**config.mk**
```make
export PLATFORM = sky130hd
export DESIGN_NAME = spi_hold_gate
export DESIGN_NICKNAME = d
export VERILOG_FILES = /design/src/rtl/spi_hold_pkg.sv /design/src/rtl/shg_sync.sv /design/src/rtl/shg_pin_role.sv /design/src/rtl/shg_hold_fsm.sv /design/src/rtl/spi_hold_gate.sv
export SDC_FILE = /design/constraint.sdc
export NUM_CORES = 1
export LEC_CHECK = 0
export BUFFER_PORTS_ARGS = -buffer_cell sky130_fd_sc_hd__buf_4
export CORE_AREA = 2 2 39 41
export DETAILED_ROUTE_END_ITERATION = 16
export DIE_AREA = 0 0 41 43
export MAX_ROUTING_LAYER = met4
export PLACE_DENSITY = 0.57
export SYNTH_ARGS = -nofsm -noshare
export SYNTH_HDL_FRONTEND = slang
export SYNTH_SLANG_ARGS = --single-unit
```
**constraint.sdc**
```tcl
create_clock -name clk -period 1.7 [get_ports clk]
set_clock_uncertainty 0.2 [all_clocks]
set_input_delay 0.17 -clock clk [delete_from_list [all_inputs] [get_ports clk]]
set_output_delay 0.17 -clock clk [all_outputs]
set_load 0.005 [all_outputs]
```
**src/rtl/spi_hold_pkg.sv**
```systemverilog
package spi_hold_pkg;

   // Pause sequencer states
   typedef enum logic [1:0] {
      HS_RUN     = 2'd0,   // shifting normally
      HS_ARM_IN  = 2'd1,   // pin fell with clock high, waiting for clock low
      HS_FROZEN  = 2'd2,   // pause in effect
      HS_ARM_OUT = 2'd3    // pin rose with clock high, waiting for clock low
   } hold_state_e;

   // Role of the dual-purpose pin
   typedef enum logic {
      ROLE_RESET = 1'b0,
      ROLE_PAUSE = 1'b1
   } pin_role_e;

endpackage

```
**src/rtl/shg_sync.sv**
```systemverilog
module shg_sync #(
   parameter int unsigned WIDTH   = 3,
   parameter int unsigned STAGES  = 2,
   parameter logic [WIDTH-1:0] RST_VAL = '0
) (
   input  logic             clk,
   input  logic             rst_n,
   input  logic [WIDTH-1:0] async_i,
   output logic [WIDTH-1:0] sync_o
);

   localparam int unsigned LAST = STAGES - 1;

   if (STAGES < 2) begin : g_bad_stages
      $error("shg_sync: STAGES must be at least 2");
   end

   logic [WIDTH-1:0] chain_q [STAGES];

   for (genvar s = 0; s < STAGES; s++) begin : g_stage
      if (s == 0) begin : g_first
         always_ff @(posedge clk or negedge rst_n) begin
            if (!rst_n) chain_q[s] <= RST_VAL;
            else        chain_q[s] <= async_i;
         end
      end else begin : g_next
         always_ff @(posedge clk or negedge rst_n) begin
            if (!rst_n) chain_q[s] <= RST_VAL;
            else        chain_q[s] <= chain_q[s-1];
         end
      end
   end

   assign sync_o = chain_q[LAST];

endmodule

```
**src/rtl/shg_pin_role.sv**
```systemverilog
module shg_pin_role
   import spi_hold_pkg::*;
(
   input  logic      clk,
   input  logic      rst_n,
   input  logic      hold_cmd_i,
   output pin_role_e role_o
);

   pin_role_e role_q;

   always_ff @(posedge clk or negedge rst_n) begin
      if (!rst_n)          role_q <= ROLE_RESET;
      else if (hold_cmd_i) role_q <= ROLE_PAUSE;
   end

   assign role_o = role_q;

   AST_CMD_TAKES_EFFECT: assert property (@(posedge clk) disable iff (!rst_n)
      hold_cmd_i |=> (role_q == ROLE_PAUSE));

   AST_ROLE_STICKY: assert property (@(posedge clk) disable iff (!rst_n)
      (role_q == ROLE_PAUSE) |=> (role_q == ROLE_PAUSE));

endmodule

```
**src/rtl/shg_hold_fsm.sv**
```systemverilog
module shg_hold_fsm
   import spi_hold_pkg::*;
(
   input  logic      clk,
   input  logic      rst_n,
   input  logic      sck_s,
   input  logic      cs_n_s,
   input  logic      pin_s,
   input  pin_role_e role_i,
   output logic      hold_active_o
);

   hold_state_e st_q, st_d;
   logic        pin_q;
   logic        pin_fell, pin_rose;

   always_ff @(posedge clk or negedge rst_n) begin
      if (!rst_n) pin_q <= 1'b1;
      else        pin_q <= pin_s;
   end

   assign pin_fell = pin_q & ~pin_s;
   assign pin_rose = ~pin_q & pin_s;

   always_comb begin
      st_d = st_q;
      if (cs_n_s || (role_i != ROLE_PAUSE)) begin
         st_d = HS_RUN;
      end else begin
         unique case (st_q)
            HS_RUN: begin
               if (pin_fell) st_d = sck_s ? HS_ARM_IN : HS_FROZEN;
            end
            HS_ARM_IN: begin
               if (pin_s)       st_d = HS_RUN;
               else if (!sck_s) st_d = HS_FROZEN;
            end
            HS_FROZEN: begin
               if (pin_rose) st_d = sck_s ? HS_ARM_OUT : HS_RUN;
            end
            HS_ARM_OUT: begin
               if (!pin_s)      st_d = HS_FROZEN;
               else if (!sck_s) st_d = HS_RUN;
            end
            default: st_d = HS_RUN;
         endcase
      end
   end

   always_ff @(posedge clk or negedge rst_n) begin
      if (!rst_n) st_q <= HS_RUN;
      else        st_q <= st_d;
   end

   assign hold_active_o = (st_q == HS_FROZEN) || (st_q == HS_ARM_OUT);

   AST_NO_PAUSE_IN_RESET_ROLE: assert property (@(posedge clk) disable iff (!rst_n)
      (role_i == ROLE_RESET) |=> !hold_active_o);

   AST_ENTER_ON_CLOCK_LOW: assert property (@(posedge clk) disable iff (!rst_n)
      $rose(hold_active_o) |-> $past(!sck_s));

   AST_EXIT_ON_CLOCK_LOW: assert property (@(posedge clk) disable iff (!rst_n)
      $fell(hold_active_o) |-> ($past(!sck_s) || $past(cs_n_s)));

   AST_STANDBY_CLEARS: assert property (@(posedge clk) disable iff (!rst_n)
      cs_n_s |=> !hold_active_o);

   AST_PIN_LOW_KEEPS: assert property (@(posedge clk) disable iff (!rst_n)
      (hold_active_o && !cs_n_s && !pin_s && !pin_q) |=> hold_active_o);

endmodule

```
**src/rtl/spi_hold_gate.sv**
```systemverilog
module spi_hold_gate
   import spi_hold_pkg::*;
#(
   parameter int unsigned SYNC_STAGES = 2
) (
   input  logic clk,
   input  logic rst_n,
   input  logic sck_i,
   input  logic cs_n_i,
   input  logic pin_n_i,
   input  logic hold_cmd_i,
   output logic hold_active_o,
   output logic shift_en_o,
   output logic so_oe_n_o,
   output logic dev_reset_o
);

   localparam int unsigned NSIG = 3;
   localparam logic [NSIG-1:0] SYNC_RST = 3'b110; // pin high, cs high, sck low

   logic [NSIG-1:0] raw, synced;
   logic            sck_s, cs_n_s, pin_s;
   pin_role_e       role;
   logic            hold_act;

   assign raw = {pin_n_i, cs_n_i, sck_i};

   shg_sync #(
      .WIDTH  (NSIG),
      .STAGES (SYNC_STAGES),
      .RST_VAL(SYNC_RST)
   ) u_sync (
      .clk    (clk),
      .rst_n  (rst_n),
      .async_i(raw),
      .sync_o (synced)
   );

   assign sck_s  = synced[0];
   assign cs_n_s = synced[1];
   assign pin_s  = synced[2];

   shg_pin_role u_role (
      .clk       (clk),
      .rst_n     (rst_n),
      .hold_cmd_i(hold_cmd_i),
      .role_o    (role)
   );

   shg_hold_fsm u_fsm (
      .clk          (clk),
      .rst_n        (rst_n),
      .sck_s        (sck_s),
      .cs_n_s       (cs_n_s),
      .pin_s        (pin_s),
      .role_i       (role),
      .hold_active_o(hold_act)
   );

   assign hold_active_o = hold_act;
   assign shift_en_o    = ~cs_n_s & ~hold_act;
   assign so_oe_n_o     = cs_n_s | hold_act;
   assign dev_reset_o   = (role == ROLE_RESET) & ~pin_s;

   AST_PAUSE_BLOCKS_SHIFT: assert property (@(posedge clk) disable iff (!rst_n)
      hold_active_o |-> (!shift_en_o && so_oe_n_o));

   AST_NO_RESET_IN_PAUSE_ROLE: assert property (@(posedge clk) disable iff (!rst_n)
      $past(hold_cmd_i) |-> !dev_reset_o);

endmodule

```
==> impl_metrics.ini <==
[critical_path]
required_ps = 1330
cp_max_fo = 6
crit_path_end_kind = primary output
rrSetupSlack_ps = 550
critPathKind = register to primary output
reg2reg_from = u_sync.sync_o[2]
worstPathArrival_ps = 1080
cp-start-kind = register
rr_worst_depth = 3
rr_endpoint = u_fsm.st_q[1]

[clocking]
path_clk_slew_ps = 60
clk-insertion-delay-late_ps = 260
clk_path_buf_depth = 2
post_cts_buffers = 0
htreeDepth = 1
cts_tree = yes
cts_root_buf = clkbuf_4
cts_sinks = 10
cts_buffers = 3

[timing]
setup_viol = 0
whs_ps = 72.9
rsz0062_at_grt = no
max_freq_ghz = 0.690
slew_viol_final = 0
worst_pin_slew_ps = 157
finalHoldViolCount = 0
slew_headroom = 0.894
min_period_ps = 1450
post-route-period-util = 0.852
finalSetupTns_ps = 0

[route]
wl_met2_um = 275
wl_per_cell_um = 8.95
met1_length_um = 253
ant_nets = 0
drt_pass1_iterations = 2
drt_iter0_markers = 2
wl_met3_um = 26
viasPerCell = 3.98
route.detailed.drc = 0
totalWireLength_um = 555
highest_layer = met3
vias = 247

[layout]
layout-drive-gt1-share = 0.413
layout.nets = 53
n_antenna_cell = 0
syn2layout_area_growth_pct = 47.2
fillers = 147
stdcell_area_um2 = 531

[grt]
grt_overflow_total = 0
antenna_found_initial = 0
grt_max_degree = 11
grt_pass1_vias = 241
grt_pass1_wl_um = 869
grtUsageTotal = 0.0808

[floorplanning]
ioPinCount = 10
die_area_mm2 = 0.00176
die_h_um = 43
die_x_um = 41
core_area_mm2 = 0.00138
rows = 14
initial_core_util = 0.260

[placed_design]
placed_area_um2 = 444
port_buffers = 9
hpwlAfterDp_um = 385
place.gp.congestion = 0.617

[worst_hold_path]
hp-class = input port to async pin

[yosys]
yosysTopAreaCell = dfstp_2
ys_types = 13
synth_fp_nets = 35
synth.top_cell.area_share = 0.365
synth-seq-cells = 10
netlist_area_um2 = 360
syn_inst = 29
syn_area_per_cell_um2 = 12.4
synth_area_leaders = dfstp_2 36%, dfrtp_1 35%, nand2b_1 5.2%
ys_warn_count = 0
seq_area_frac_synth = 0.712

[pwr]
p_leak_nw = 0.239
ir_drop_v = 0.000479
power_uw = 513
p_per_area_mw_per_mm2 = 967

[status]
status = complete, no violations

[flow_run]
timing.max_cap.violations = 0
==> metal layers <==
layer,vias up,global-route usage
met4,0,0.0800
li1,125,-
met2,7,0.113
met5,-,-
met3,0,0.0157
met1,115,0.0890
==> through the flow <==
stage / utilization / worst slack [ps] / cells
6_report: 0.383 / 252 / 62
5_1_grt: 0.383 / 195 / 62
4_1_cts: 0.383 / 232 / 62
3_5_place_dp: 0.321 / 522 / 53
3_3_place_gp: 0.321 / 543 / 53
2_1_floorplan: - / 620 / 29
==> cell type report <==
class                           count  area (um^2)  share of cell area
Inverter                            2         7.51              0.0142
Multi-Input combinational cell     16         92.6               0.175
Timing Repair Buffer               14          118               0.222
Tap cell                           16         20.0              0.0377
Sequential cell                    10          256               0.483
Clock buffer                        4         36.3              0.0684
==> power breakdown <==
part	total [mW]	switching [mW]	internal, mW
Clock	0.205	0.0752	0.130
Combinational	0.0459	0.0168	0.0291
Sequential	0.262	0.00814	0.254
Total	0.513	0.100	0.413
==> critical path, stage by stage (launching register included) <==
cell and delay [ps]:
dfrtp_1 420, or2_1 250, inv_1 60, buf_4 100
==> worst max-delay path by stage <==
stage / startpoint / to / slack (ps)
2_1_floorplan: u_fsm.st_q[1] / shift_en_o / 620
3_3_place_gp: u_fsm.st_q[1] / shift_en_o / 540
3_5_place_dp: u_fsm.st_q[1] / shift_en_o / 520
4_1_cts: u_fsm.st_q[1] / shift_en_o / 230
5_1_grt: u_fsm.st_q[1] / shift_en_o / 190
6_report: u_fsm.st_q[1] / shift_en_o / 250
==> cells in the mapped netlist <==
library cell	instances
nand3_1	1
a211oi_2	1
a21oi_1	1
o21ai_0	1
dfstp_2	5
or2_1	2
o21ai_1	2
nor2_1	3
dfrtp_1	5
clkbuf_1	1
inv_1	2
nand2b_1	3
nor2b_1	2
==> registers in the layout, summed over array words and instances, names as in the netlist <==
register	flops
u_fsm.st_q	2
u_sync.chain_q	3
u_role.role_o	1
u_fsm.pin_q	1
u_sync.sync_o	3
==> logic make-up after synthesis <==
family | after synthesis | share of synthesized area
AND/OR/NAND/NOR | 11 | 0.167
AO/OA/AOI/OAI | 5 | 0.0902
buffers and inverters | 3 | 0.0312
flip-flops | 10 | 0.712
==> cell usage in the layout (no fill, tap or decap) <==
master,n
clkbuf_8,1
clkbuf_4,3
nand3_1,1
nor2b_1,2
or2_1,2
nor2_1,3
nand2b_1,3
o21ai_1,2
a211oi_2,1
inv_1,2
a21oi_1,1
buf_4,9
dlygate4sd3_1,5
dfrtp_1,5
dfstp_2,5
o21ai_0,1
==> what timing repair did <==
item / 4_1_cts / 5_1_grt
endpoints found under the hold margin: 14 / 0
resized for setup: 0 / 0
hold buffers: 5 / 0
Power figures use the tool's default switching activity.
